`config.mk`:
```
export PLATFORM = sky130hd
export DESIGN_NAME = status_flags
export DESIGN_NICKNAME = d
export VERILOG_FILES = /design/src/rtl/stf_pkg.sv /design/src/rtl/stf_mode_fsm.sv /design/src/rtl/stf_flag_path.sv /design/src/rtl/stf_branch_eval.sv /design/src/rtl/status_flags.sv
export SDC_FILE = /design/constraint.sdc
export NUM_CORES = 1
export LEC_CHECK = 0
export BUFFER_PORTS_ARGS = -buffer_cell sky130_fd_sc_hd__buf_4
export CORE_MARGIN = 3
export CORE_UTILIZATION = 47
export DETAILED_ROUTE_END_ITERATION = 8
export PLACE_DENSITY = 0.84
export SLEW_MARGIN = 20
export SYNTH_ARGS = -nofsm -noshare
export SYNTH_HDL_FRONTEND = slang
export SYNTH_SLANG_ARGS = --single-unit
```
`constraint.sdc`:
```
create_clock -name clk -period 2.9 [get_ports clk]
set_input_delay 0.435 -clock clk [delete_from_list [all_inputs] [get_ports clk]]
set_output_delay 0.435 -clock clk [all_outputs]
set_load 0.01 [all_outputs]
```
`src/rtl/stf_pkg.sv`:
```
package stf_pkg;
    localparam int STAT_W   = 8;
    localparam int COND_W   = 4;
    localparam int BIT_C    = 0;
    localparam int BIT_Z    = 1;
    localparam int BIT_I    = 2;
    localparam int BIT_D    = 3;
    localparam int BIT_XW   = 4;
    localparam int BIT_MW   = 5;
    localparam int BIT_V    = 6;
    localparam int BIT_N    = 7;
    localparam logic [STAT_W-1:0] STAT_RESET = (STAT_W'(1) << BIT_I)
                                             | (STAT_W'(1) << BIT_XW)
                                             | (STAT_W'(1) << BIT_MW);

    typedef enum logic [1:0] {
        MODE_NATIVE = 2'd0,
        MODE_EMUL   = 2'd1
    } mode_e;

    typedef enum logic [1:0] {
        BULK_NONE = 2'd0,
        BULK_CLR  = 2'd1,
        BULK_SET  = 2'd2,
        BULK_RSVD = 2'd3
    } bulk_e;

    typedef enum logic [2:0] {
        ONE_NONE  = 3'd0,
        ONE_CLR_C = 3'd1,
        ONE_CLR_D = 3'd2,
        ONE_CLR_I = 3'd3,
        ONE_CLR_V = 3'd4,
        ONE_SET_C = 3'd5,
        ONE_SET_D = 3'd6,
        ONE_SET_I = 3'd7
    } one_e;

    typedef enum logic [2:0] {
        SEL_N      = 3'd0,
        SEL_V      = 3'd1,
        SEL_Z      = 3'd2,
        SEL_C      = 3'd3,
        SEL_ALWAYS = 3'd4,
        SEL_R5     = 3'd5,
        SEL_R6     = 3'd6,
        SEL_R7     = 3'd7
    } csel_e;
endpackage

```
`src/rtl/stf_mode_fsm.sv`:
```
module stf_mode_fsm
    import stf_pkg::*;
(
    input  logic clk,
    input  logic rst_n,
    input  logic xce_fire,
    input  logic carry_now,
    output logic emu_now,
    output logic emu_next
);
    mode_e state_q;
    mode_e state_d;

    // Next-state selection
    always_comb begin
        state_d = state_q;
        unique case (state_q)
            MODE_NATIVE: if (xce_fire && carry_now)  state_d = MODE_EMUL;
            MODE_EMUL:   if (xce_fire && !carry_now) state_d = MODE_NATIVE;
            default:     state_d = MODE_EMUL;
        endcase
    end

    always_ff @(posedge clk or negedge rst_n) begin
        if (!rst_n) state_q <= MODE_EMUL;
        else        state_q <= state_d;
    end

    always_comb begin
        emu_now  = (state_q == MODE_EMUL);
        emu_next = (state_d == MODE_EMUL);
    end
endmodule

```
`src/rtl/stf_flag_path.sv`:
```
module stf_flag_path
    import stf_pkg::*;
(
    input  logic              clk,
    input  logic              rst_n,
    input  logic              pull_en,
    input  logic [STAT_W-1:0] pull_val,
    input  logic              xce_fire,
    input  logic              emu_now,
    input  logic              emu_next,
    input  logic [1:0]        bulk_cmd,
    input  logic [STAT_W-1:0] bulk_mask,
    input  logic [2:0]        flag_cmd,
    input  logic [STAT_W-1:0] alu_we,
    input  logic [STAT_W-1:0] alu_flags,
    output logic [STAT_W-1:0] stat_q
);
    logic [STAT_W-1:0] stat_d;
    bulk_e             bulk;
    one_e              one;
    logic              bulk_act;

    always_comb begin
        bulk     = bulk_e'(bulk_cmd);
        one      = one_e'(flag_cmd);
        bulk_act = (bulk == BULK_CLR) || (bulk == BULK_SET);
    end

    // Single-winner update chain
    always_comb begin
        stat_d = stat_q;
        if (pull_en) begin
            stat_d = pull_val;
        end else if (xce_fire) begin
            stat_d[BIT_C] = emu_now;
        end else if (bulk_act) begin
            if (bulk == BULK_CLR) stat_d = stat_q & ~bulk_mask;
            else                  stat_d = stat_q |  bulk_mask;
        end else if (one != ONE_NONE) begin
            unique case (one)
                ONE_CLR_C: stat_d[BIT_C] = 1'b0;
                ONE_CLR_D: stat_d[BIT_D] = 1'b0;
                ONE_CLR_I: stat_d[BIT_I] = 1'b0;
                ONE_CLR_V: stat_d[BIT_V] = 1'b0;
                ONE_SET_C: stat_d[BIT_C] = 1'b1;
                ONE_SET_D: stat_d[BIT_D] = 1'b1;
                ONE_SET_I: stat_d[BIT_I] = 1'b1;
                default:   stat_d = stat_q;
            endcase
        end else begin
            stat_d = (stat_q & ~alu_we) | (alu_flags & alu_we);
        end
        if (emu_next) begin
            stat_d[BIT_MW] = 1'b1;
            stat_d[BIT_XW] = 1'b1;
        end
    end

    always_ff @(posedge clk or negedge rst_n) begin
        if (!rst_n) stat_q <= STAT_RESET;
        else        stat_q <= stat_d;
    end
endmodule

```
`src/rtl/stf_branch_eval.sv`:
```
module stf_branch_eval
    import stf_pkg::*;
(
    input  logic [STAT_W-1:0] stat,
    input  logic [COND_W-1:0] cond,
    output logic              taken
);
    csel_e sel;
    logic  pol;

    always_comb begin
        sel   = csel_e'(cond[COND_W-1:1]);
        pol   = cond[0];
        taken = 1'b0;
        unique case (sel)
            SEL_N:      taken = (stat[BIT_N] == pol);
            SEL_V:      taken = (stat[BIT_V] == pol);
            SEL_Z:      taken = (stat[BIT_Z] == pol);
            SEL_C:      taken = (stat[BIT_C] == pol);
            SEL_ALWAYS: taken = 1'b1;
            default:    taken = 1'b0;
        endcase
    end
endmodule

```
`src/rtl/status_flags.sv`:
```
module status_flags
    import stf_pkg::*;
(
    input  logic              clk,
    input  logic              rst_n,
    input  logic [STAT_W-1:0] alu_flags,
    input  logic [STAT_W-1:0] alu_we,
    input  logic [2:0]        flag_cmd,
    input  logic [1:0]        bulk_cmd,
    input  logic [STAT_W-1:0] bulk_mask,
    input  logic              xce_cmd,
    input  logic              pull_en,
    input  logic [STAT_W-1:0] pull_val,
    input  logic [COND_W-1:0] br_cond,
    output logic [STAT_W-1:0] status,
    output logic              emu_mode,
    output logic              acc_8bit,
    output logic              idx_8bit,
    output logic              br_taken
);
    logic              xce_fire;
    logic              emu_now;
    logic              emu_next;
    logic [STAT_W-1:0] stat_q;

    assign xce_fire = xce_cmd && !pull_en;

    stf_mode_fsm u_mode (
        .clk       (clk),
        .rst_n     (rst_n),
        .xce_fire  (xce_fire),
        .carry_now (stat_q[BIT_C]),
        .emu_now   (emu_now),
        .emu_next  (emu_next)
    );

    stf_flag_path u_flags (
        .clk       (clk),
        .rst_n     (rst_n),
        .pull_en   (pull_en),
        .pull_val  (pull_val),
        .xce_fire  (xce_fire),
        .emu_now   (emu_now),
        .emu_next  (emu_next),
        .bulk_cmd  (bulk_cmd),
        .bulk_mask (bulk_mask),
        .flag_cmd  (flag_cmd),
        .alu_we    (alu_we),
        .alu_flags (alu_flags),
        .stat_q    (stat_q)
    );

    stf_branch_eval u_branch (
        .stat  (stat_q),
        .cond  (br_cond),
        .taken (br_taken)
    );

    // width selects
    assign status   = stat_q;
    assign emu_mode = emu_now;
    assign acc_8bit = stat_q[BIT_MW];
    assign idx_8bit = stat_q[BIT_XW];
endmodule

```
==> impl_metrics.env, run 1 <==
export IMPL_status="finished, final reports clean"
export IMPL_layout_nets=223
export IMPL_slew_headroom_pct=53.4
export IMPL_antenna_found_initial=0
export IMPL_min_period_over_period_pct=70.8
export IMPL_fmax_mhz=487
export IMPL_vias=1179
export IMPL_root_buffer="clkbuf_4"
export IMPL_min_from="pull_val[0]"
export IMPL_cp_end_kind="primary output"
export IMPL_arrival_ns=1.62
export IMPL_syn_to_final_growth_pct=41.9
export IMPL_place_congestion=0.921
export IMPL_tns_ns=0
export IMPL_max_cap_viol_count=0
export IMPL_worst_hold_path_num_cells=2
export IMPL_numClockSinks=10
export IMPL_htree_levels=1
export IMPL_dp_cells=198
export IMPL_powerDensity_nw_per_um2=354
export IMPL_cp_required_ns=2.47
export IMPL_finalNonFillerCells=203
export IMPL_die_w_um=52.5
export IMPL_cp_max_fo=4
export IMPL_clock_latency_ns=0.27
export IMPL_first_pass_iters=4
export IMPL_cts_path_max_buffers=2
export IMPL_clkTransAtPathRegs_ns=0.08
export IMPL_drt_iter0_drc=37
export IMPL_holdBufCountCts=1
export IMPL_post_synth_num_cell_types=45
export IMPL_synth_edf_count=0
export IMPL_numCtsBuffers=3
export IMPL_synth_largest_area_cell="dfrtp_1"
export IMPL_final_cell_area_um2=1440
export IMPL_synth_ff_type="dfrtp_1"
export IMPL_cp_slowest_stage_delay_ns=0.41
export IMPL_swShare_pct=32.4
export IMPL_yosysWarnings=0
export IMPL_yosysMostFrequentCell="nor2b_1"
export IMPL_io_buffers=56
export IMPL_synth_area_top_cells="dfrtp_1 15%, dfstp_2 10%, nor2b_1 9.2%"
export IMPL_grt_remaining_overflow=0
export IMPL_netlist_area_um2=1020
export IMPL_first_global_vias=1086
export IMPL_critical_path_buf_inv_count=1
export IMPL_io_pins=57
export IMPL_period_minus_slack_ns=2.05
export IMPL_hold_viol=0
export IMPL_finalSetupViolCount=0
export IMPL_switchingPower_mw=0.166
export IMPL_drive_gt1_share_pct=40.3
export IMPL_grt_total_usage_pct=22.2
export IMPL_start_util_pct=50.8
export IMPL_synth_nets=172
export IMPL_synth_top_area_share_pct=14.8
export IMPL_cp_start_kind="flop"
export IMPL_cts_setup_buffers=0
export IMPL_cell_internal_pwr_mw=0.346
export IMPL_drc_errors=0
export IMPL_seqPwrFrac_pct=33.6
export IMPL_nFillCells=172
export IMPL_rsz0062_at_grt="false"
export IMPL_finClkSkew_ns=0.00204
export IMPL_cts_resized=0
export IMPL_ys_seq_area_share_pct=25.1
export IMPL_hold_ws_ns=0.400
export IMPL_drv_slew=0
export IMPL_pwr_share_comb_pct=39.8
export IMPL_cp_top_family="compound AO/OA/AOI/OAI gates"
export IMPL_slowest_stage="dfrtp_1"
export IMPL_dieHeight_um=52.5
export IMPL_placed_area_um2=1400
export IMPL_critical_path_class="flop to primary output"
export IMPL_grt_pass1_wl_mm=4.61
export IMPL_async_reset_ff_share_pct=100
export IMPL_die_area_um2=2760
export IMPL_row_count=16
export IMPL_grt_max_degree=25
export IMPL_yosys_register_bits=10
export IMPL_coreArea_um2=2000
export IMPL_ys_top_cells_by_count="15 x nor2b_1, 13 x nor2_1, 7 x a21oi_1"
export IMPL_routedWlPerCell_um=14.7
export IMPL_worst_pin_slew_ns=0.693
export IMPL_r2r_cells=3
export IMPL_routed_wl_mm=2.98
export IMPL_routed_via_density=5.81
export IMPL_critical_path_cell_count=5
export IMPL_cts_tree="done"
export IMPL_hp_class="input pin to flop"
export IMPL_avgSynthCellArea_um2=8.07
export IMPL_antenna_cells=0
export IMPL_synthCells=126
export IMPL_vdd_drop_max_uv=264
export IMPL_ant_nets=0
export IMPL_p_clk_share_pct=26.6
export IMPL_power_total_mw=0.512
export IMPL_dp_hpwl_mm=2.32
export IMPL_leakage_nw=0.632
export IMPL_crit_chain="mux2i_1 -> a221oi_1 -> o32ai_1 -> a22o_1 -> buf_4"
-- metal layers --
layer / track usage [%] / wire (um) / up-vias
met5: 0 / 0 / -
met4: 9.36 / 23 / 0
met3: 2.85 / 238 / 4
met2: 36.4 / 1410 / 61
met1: 28.9 / 1310 / 544
li1: - / - / 570
-- placed cells by master, fill, tap and decap left out, types with 3 or more instances in the layout --
master	n
o21ai_0	6
dfstp_2	4
a221oi_1	4
nor3_1	4
clkbuf_4	3
nand2_1	5
a31oi_1	4
a211o_1	3
buf_4	56
dfrtp_1	6
inv_1	3
a21oi_1	7
nand2b_1	5
mux2i_1	3
nor2b_1	15
nor2_1	13
-- worst reg2reg max path, delay by kind of cell (launching register included) --
family / cells / cell delay [ns]
multiplexers: 1 / 0.29
flip-flops: 1 / 0.43
AO/OA/AOI/OAI: 2 / 0.33
-- path summary, 6_finish.rpt --
kind,to,slack (ns)
min in group asynchronous,async pin,0.54
max in group asynchronous,u_flags.stat_q[4],2.14
worst min-delay path,flop,0.40
worst max-delay path,br_taken,0.85
worst max register to register,flop,1.71
worst min register to register,flop,0.52
-- power by group through the flow --
stage,registers (mW),logic (mW),clock network (mW)
after detailed placement,0.174,0.202,0
final,0.172,0.204,0.136
after global placement,0.174,0.197,0
after CTS,0.172,0.204,0.135
after floorplan,0.176,0.107,0
after global routing,0.174,0.223,0.146
-- layout make-up --
type	instances	area (um2)	share of cell area (%)
Multi-Input combinational cell	102	677	46.9
Timing Repair Buffer	57	430	29.8
Sequential cell	10	255	17.7
Clock buffer	4	36.3	2.51
Tap cell	27	33.8	2.34
Inverter	3	11.3	0.780
-- cells by family (layout without fill, tap and decap cells) --
logic type / after synthesis / count (layout) / share of synthesized area, %
AO/OA/AOI/OAI: 38 / 38 / 27.2
buffers and inverters: 14 / 64 / 8.36
adder cells (fa/ha/maj): 1 / 1 / 1.23
flip-flops: 10 / 10 / 25.1
multiplexers: 5 / 5 / 5.17
AND/OR/NAND/NOR: 57 / 57 / 32.6
other: 1 / 1 / 0.369
-- per-stage QoR --
stage | util (%) | setup slack [ns]
2_1_floorplan | - | 1.07
3_3_place_gp | 69.8 | 0.705
3_5_place_dp | 69.8 | 0.649
4_1_cts | 72.1 | 0.860
5_1_grt | 72.1 | 0.675
6_report | 72.1 | 0.847
Power figures use the tool's default switching activity.
==> inputs of run 2 (changes only) <==
--- a/config.mk
+++ b/config.mk
@@ -5,11 +5,12 @@
 export SDC_FILE = /design/constraint.sdc
 export NUM_CORES = 1
 export LEC_CHECK = 0
+export ABC_AREA = 1
 export BUFFER_PORTS_ARGS = -buffer_cell sky130_fd_sc_hd__buf_4
 export CORE_MARGIN = 3
-export CORE_UTILIZATION = 47
+export CORE_UTILIZATION = 40
 export DETAILED_ROUTE_END_ITERATION = 8
-export PLACE_DENSITY = 0.84
+export PLACE_DENSITY = 0.76
 export SLEW_MARGIN = 20
 export SYNTH_ARGS = -nofsm -noshare
 export SYNTH_HDL_FRONTEND = slang
==> constraint.sdc (replaced) <==
create_clock -name clk -period 1.7 [get_ports clk]
set_input_delay 0.255 -clock clk [delete_from_list [all_inputs] [get_ports clk]]
set_output_delay 0.255 -clock clk [all_outputs]
set_load 0.01 [all_outputs]
==> run 2 against run 1 <==
  * Via count rose by 13%
  * Register-to-register slack got worse by 1.1 ns
  * Utilization fell by 7.4 points
  * Clock power rose by 65%
  * Critical endpoint unchanged
  * Synthesized area rose by 3.8%
  * Global-route usage fell by 1.6 points
  * Highest routed layer unchanged
==> impl_metrics.env, run 2 <==
export IMPL_status="finished, final reports clean"
export IMPL_critical_path_cell_count=7
export IMPL_yosys_register_bits=10
export IMPL_max_cap_viol_count=0
export IMPL_cp_top_family="simple AND/OR/NAND/NOR gates"
export IMPL_routed_wl_mm=3.26
export IMPL_die_w_um=57.4
export IMPL_crit_path_end="br_taken"
export IMPL_muxShareOfSynthArea_pct=0
export IMPL_hold_viol=0
export IMPL_synth_top_family_by_area="simple AND/OR/NAND/NOR gates"
export IMPL_finClkSkew_ns=0.000410
export IMPL_layout_nets=281
export IMPL_vias=1327
export IMPL_fmax_mhz=638
export IMPL_drt_iter0_drc=41
export IMPL_netlist_area_um2=1060
export IMPL_ys_top_cells_by_count="61 x nand2_1, 24 x inv_1, 16 x nand3_1"
export IMPL_slowest_stage="dfrtp_1"
export IMPL_synth_nets=223
export IMPL_cp_end_kind="primary output"
export IMPL_grt_remaining_overflow=0
export IMPL_place_congestion=0.933
export IMPL_numCtsBuffers=3
export IMPL_first_global_vias=1303
export IMPL_yosysWarnings=0
export IMPL_cts_path_max_buffers=2
export IMPL_critical_path_buf_inv_count=1
export IMPL_synth_largest_area_cell="nand2_1"
export IMPL_avgSynthCellArea_um2=5.97
export IMPL_rsz0062_at_grt="false"
export IMPL_synth_area_top_cells="nand2_1 22%, dfrtp_1 14%, dfstp_2 10%"
export IMPL_coreArea_um2=2360
export IMPL_cp_slowest_stage_delay_ns=0.42
export IMPL_r2r_cells=6
export IMPL_final_cell_mix="61 x nand2_1, 56 x buf_4, 24 x inv_1"
export IMPL_die_area_um2=3290
export IMPL_powerDensity_nw_per_um2=593
export IMPL_dp_hpwl_mm=2.71
export IMPL_cp_required_ns=1.44
export IMPL_grt_max_degree=12
export IMPL_synth_edf_count=0
export IMPL_synth_ff_type="dfrtp_1"
export IMPL_grt_pass1_wl_mm=5.43
export IMPL_async_reset_ff_share_pct=100
export IMPL_ff2ff_setup_slack_ns=0.57
export IMPL_row_count=17
export IMPL_leakage_nw=0.870
export IMPL_yosysMostFrequentCell="nand2_1"
export IMPL_arrival_ns=1.31
export IMPL_final_util_pct=64.7
export IMPL_cp_start_kind="flop"
export IMPL_antenna_found_initial=0
export IMPL_crit_chain="nand2_1 -> nand3_1 -> nand3_1 -> nand2_1 -> nand3_1 -> nand2_1 -> buf_4"
export IMPL_tns_ns=0
export IMPL_io_buffers=56
export IMPL_dieHeight_um=57.4
export IMPL_first_pass_iters=4
export IMPL_drc_errors=0
export IMPL_dpl_worst_slack_ns=0.135
export IMPL_synth_compound_area_share_pct=13.5
export IMPL_antenna_cells=0
export IMPL_cts_resized=0
export IMPL_routedWlPerCell_um=12.5
export IMPL_yosys_area_share_xor_xnor_pct=0
export IMPL_drive_gt1_share_pct=35.0
export IMPL_finalSetupViolCount=0
export IMPL_cts_setup_buffers=0
export IMPL_synth_top_area_share_pct=21.7
export IMPL_clock_latency_ns=0.27
export IMPL_ant_nets=0
export IMPL_ys_seq_area_share_pct=24.2
export IMPL_cp_max_fo=4
export IMPL_r2r_start="u_flags.stat_q[4]"
export IMPL_cts_tree="done"
export IMPL_grt_total_usage_pct=20.6
export IMPL_hold_ws_ns=0.216
export IMPL_io_pins=57
export IMPL_post_synth_num_cell_types=23
export IMPL_synthSimpleGateAreaFrac_pct=48.3
export IMPL_final_common_cell="nand2_1"
export IMPL_drv_slew=0
export IMPL_syn_to_final_growth_pct=44.7
export IMPL_worstReg2RegEnd="u_flags.stat_q[4]"
export IMPL_finalNonFillerCells=262
export IMPL_routed_via_density=5.06
export IMPL_yosys_area_share_adder_pct=1.18
export IMPL_hp_class="input pin to flop"
export IMPL_fin_ws_ns=0.131
export IMPL_root_buffer="clkbuf_4"
export IMPL_numClockSinks=10
export IMPL_start_util_pct=44.7
export IMPL_critical_path_class="flop to primary output"
export IMPL_min_period_over_period_pct=92.3
export IMPL_clkTransAtPathRegs_ns=0.08
export IMPL_period_minus_slack_ns=1.57
export IMPL_synthCells=177
export IMPL_htree_levels=1
export IMPL_holdBufCountCts=1
export IMPL_dp_cells=257
export IMPL_nFillCells=229
export IMPL_vdd_drop_max_uv=440
-- run 2: cell count changes in the layout (fill, tap and decap cells not counted), sizes merged, moves of 4 or more --
cell | previous run | this run
a31oi | 4 | 0
a221oi | 4 | 0
inv | 3 | 27
nand2b | 5 | 0
nand3 | 1 | 16
nor2b | 15 | 0
nor2 | 13 | 21
nand2 | 5 | 65
o21ai | 6 | 14
or2 | 0 | 4
nor3 | 5 | 0
-- run 2: layout make-up --
cell class	instances	area [um2]	area share, %
timing repair buffer	57	430	28.2
inverter	27	101	6.63
multi-input combinational	136	669	43.8
tap	28	35.0	2.29
sequential	10	255	16.7
clock buffer	4	36.3	2.38
-- run 2: through the flow --
step | cell area (um2) | total power, mW
5_1_grt | 1530 | 0.973
6_report | 1530 | 0.907
3_5_place_dp | 1480 | 0.683
3_3_place_gp | 1480 | 0.670
2_1_floorplan | 1060 | 0.503
4_1_cts | 1530 | 0.919
-- run 2: where the power goes --
group          internal [mW]  leakage (nW)  switching [mW]
combinational          0.183         0.734           0.202
sequential             0.274         0.115          0.0223
clock                  0.130        0.0210          0.0954
-- run 2: cell families (layout without fill, tap and decap cells) --
kind of cell             count (synthesis)  in the layout
AND/OR/NAND/NOR                        109            109
buffers and inverters                   31             88
AO/OA/AOI/OAI                           25             25
flip-flops                              10             10
adder cells (fa/ha/maj)                  1              1
other                                    1              1
-- run 2: worst register-to-register path, stage by stage (launching register included) --
cell and delay [ns]:
dfstp_2 0.57, inv_1 0.04, o21ai_0 0.16, nand2_1 0.07, o211ai_1 0.09, nand2_1 0.08, nand2_1 0.06
-- run 2: how the worst min path moves through the flow --
stage                     start        end  slack (ns)  depth (start not counted)
finish              pull_val[0]       flop        0.22                          3
global route        pull_val[0]       flop        0.21                          3
CTS                 pull_val[0]       flop        0.21                          3
detailed placement        rst_n  async pin         0.1                          1
global placement          rst_n  async pin        0.10                          1
floorplan                 rst_n  async pin       -0.04                          0
-- run 2: metal layers --
metal	share of wire [%]	track usage [%]	wire, um	vias to the layer above
li1	-	-	-	667
met1	40	23.7	1320	596
met2	50	37.3	1640	60
met3	8.2	3.39	267	4
met4	1.2	8.28	40	0
met5	0	0	0	-
==> inputs of run 3 (changes only) <==
--- a/config.mk
+++ b/config.mk
@@ -8,10 +8,11 @@
 export ABC_AREA = 1
 export BUFFER_PORTS_ARGS = -buffer_cell sky130_fd_sc_hd__buf_4
 export CORE_MARGIN = 3
-export CORE_UTILIZATION = 40
+export CORE_UTILIZATION = 41
 export DETAILED_ROUTE_END_ITERATION = 8
 export PLACE_DENSITY = 0.76
 export SLEW_MARGIN = 20
 export SYNTH_ARGS = -nofsm -noshare
 export SYNTH_HDL_FRONTEND = slang
+export SYNTH_HIERARCHICAL = 1
 export SYNTH_SLANG_ARGS = --single-unit
==> run 3 against run 2 <==
  * Total power up 2.9%
  * Highest routed layer unchanged
  * Combinational power up 4%
  * Clock power about the same
  * Routed wire length down 10%
  * Cell count up 7.6%
  * Global-route usage down 3.3 points
  * Non-clock buffer count unchanged
  * Count of clock-buffer cells in the layout unchanged
  * Largest cell class unchanged
  * Clock skew about the same
  * Largest power group unchanged
  * Worst hold slack better by 0.0068 ns
  * Critical path depth up 2
  * Via count down 1.4%
==> impl_metrics.env, run 3 <==
export IMPL_first_global_vias=1126
export IMPL_root_buffer="clkbuf_4"
export IMPL_drc_errors=0
export IMPL_cp_slowest_stage_delay_ns=0.42
export IMPL_dr_max_layer_used="met4"
export IMPL_grt_total_usage_pct=17.3
export IMPL_netlist_area_um2=1140
export IMPL_post_synth_num_cell_types=26
export IMPL_met2_length_mm=1.37
export IMPL_numClockSinks=10
export IMPL_routed_wl_mm=2.94
export IMPL_status="finished, final reports clean"
export IMPL_hold_viol=0
export IMPL_grt_max_degree=14
export IMPL_io_buffers=56
export IMPL_synth_nets=241
export IMPL_finClkSkew_ns=0.000278
export IMPL_synthCells=195
export IMPL_drv_slew=0
export IMPL_dp_hpwl_mm=2.42
export IMPL_ant_nets=0
export IMPL_final_util_pct=62.5
export IMPL_drive_gt1_share_pct=35.3
export IMPL_async_reset_ff_share_pct=100
export IMPL_numCtsBuffers=3
export IMPL_die_area_um2=3440
export IMPL_rsz0062_at_grt="false"
export IMPL_fmax_mhz=648
export IMPL_cp_common_cell="nand2_1"
export IMPL_power_total_mw=0.933
export IMPL_min_period_over_period_pct=90.7
export IMPL_drt_iter0_drc=27
export IMPL_hold_ws_ns=0.223
export IMPL_synth_largest_area_cell="nand2_1"
export IMPL_worst_hold_path_num_cells=3
export IMPL_leakage_nw=0.926
export IMPL_row_count=18
export IMPL_grt_remaining_overflow=0
export IMPL_yosys_register_bits=10
export IMPL_hp_class="input pin to flop"
export IMPL_start_util_pct=44.3
export IMPL_cp_top_family="flip-flops"
export IMPL_synth_top_area_share_pct=19.8
export IMPL_ff2ff_setup_slack_ns=0.58
export IMPL_clkTransAtPathRegs_ns=0.07
export IMPL_routedWlPerCell_um=10.4
export IMPL_cp_start_kind="flop"
export IMPL_fin_ws_ns=0.158
export IMPL_final_common_cell="nand2_1"
export IMPL_critical_path_buf_inv_count=2
export IMPL_dpl_worst_slack_ns=0.0649
export IMPL_finalSetupViolCount=0
export IMPL_cp_max_fo=4
export IMPL_clock_latency_ns=0.27
export IMPL_r2r_cells=8
export IMPL_first_pass_iters=4
export IMPL_synth_ff_type="dfrtp_1"
export IMPL_yosysMostFrequentCell="nand2_1"
export IMPL_vias=1308
export IMPL_met1_length_mm=1.32
export IMPL_die_w_um=58.7
export IMPL_max_cap_viol_count=0
export IMPL_cts_setup_buffers=0
export IMPL_cts_path_max_buffers=2
export IMPL_cts_tree="done"
export IMPL_synth_edf_count=0
export IMPL_crit_chain="inv_1 -> nand2_1 -> nand2_1 -> nand2_1 -> nand2_1 -> nand3_1 -> nand3_1 -> nand2_1 -> buf_4"
export IMPL_layout_nets=299
export IMPL_cp_end_kind="primary output"
export IMPL_io_pins=57
export IMPL_routed_via_density=4.64
export IMPL_antenna_cells=0
export IMPL_tns_ns=0
export IMPL_vdd_drop_max_uv=484
export IMPL_yosysWarnings=6
export IMPL_powerDensity_nw_per_um2=582
export IMPL_dieHeight_um=58.7
export IMPL_synth_area_top_cells="nand2_1 20%, dfrtp_1 13%, dfstp_2 9.2%"
export IMPL_htree_levels=1
export IMPL_antenna_found_initial=0
export IMPL_place_congestion=0.856
export IMPL_period_minus_slack_ns=1.54
export IMPL_arrival_ns=1.29
export IMPL_syn_to_final_growth_pct=41.0
export IMPL_avgSynthCellArea_um2=5.83
export IMPL_coreArea_um2=2570
export IMPL_min_from="pull_val[7]"
export IMPL_critical_path_class="flop to primary output"
export IMPL_final_cell_mix="60 x nand2_1, 56 x buf_4, 26 x inv_1"
export IMPL_route_met3_wl_um=232
export IMPL_ys_top_cells_by_count="60 x nand2_1, 26 x inv_1, 24 x nor2_1"
export IMPL_ys_seq_area_share_pct=22.4
export IMPL_grt_pass1_wl_mm=4.69
export IMPL_cp_required_ns=1.44
export IMPL_slowest_stage="dfrtp_1"
export IMPL_r2r_start="u_mode/state_q[0]"
[run 3: what timing repair did]
item | 4_1_cts | 5_1_grt
resized for setup | 0 | 0
hold buffers | 1 | 0
endpoints found under the hold margin | 6 | 0
[run 3: worst reg2reg max path: stages, from the launching register on]
cell,delay [ns]
dfstp_2,0.54
inv_1,0.04
nor2_1,0.12
nand2_1,0.07
nand2_1,0.07
inv_1,0.04
nand3_1,0.07
nor2_1,0.05
nor2_1,0.07
[run 3: cell families (layout without fill, tap and decap cells)]
| family | count (synthesis) | in the layout | synth area share, % |
|---|---|---|---|
| simple gates | 117 | 117 | 47.7 |
| buf+inv | 37 | 94 | 14.4 |
| compound gates | 29 | 29 | 14.0 |
| flops | 10 | 10 | 22.4 |
| fa+ha+maj | 1 | 1 | 1.10 |
| other cells | 1 | 1 | 0.330 |
[run 3: cell type report]
type | instances | area [um2]
fillers | 267 | 963
flip-flops and latches | 10 | 255
repair buffers | 57 | 430
well taps | 30 | 37.5
inverters | 33 | 126
multi-input cells | 148 | 718
clock buffers | 4 | 36.3
[run 3: how the worst max path moves through the flow]
stage / start / endpoint / slack [ns] / cells after the start
after floorplan: bulk_cmd[1] / flop / 0.35 / 10
final: flop / br_taken / 0.16 / 9
after CTS: flop / br_taken / 0.14 / 9
after global placement: bulk_cmd[0] / flop / 0.1 / 9
after detailed placement: bulk_cmd[0] / flop / 0.06 / 9
after global routing: flop / br_taken / 0.06 / 10
[run 3: power by group]
part / internal, mW / leakage, nW / switching [mW] / total [mW]
clock: 0.130 / 0.0210 / 0.0933 / 0.223
combinational: 0.195 / 0.790 / 0.206 / 0.401
sequential: 0.278 / 0.115 / 0.0309 / 0.309
total: 0.603 / 0.926 / 0.330 / 0.933
[run 3: metal layers]
layer | vias to the layer above | global-route usage [%]
met4 | 0 | 2.91
met3 | 2 | 4.39
met5 | - | 0
met2 | 42 | 29.2
li1 | 721 | -
met1 | 543 | 22.6
[run 3: per-stage QoR]
step,std cells,instance area (um2)
final,282,1600
after global routing,282,1600
after CTS,282,1600
after detailed placement,277,1560
after global placement,277,1560
after floorplan,195,1140
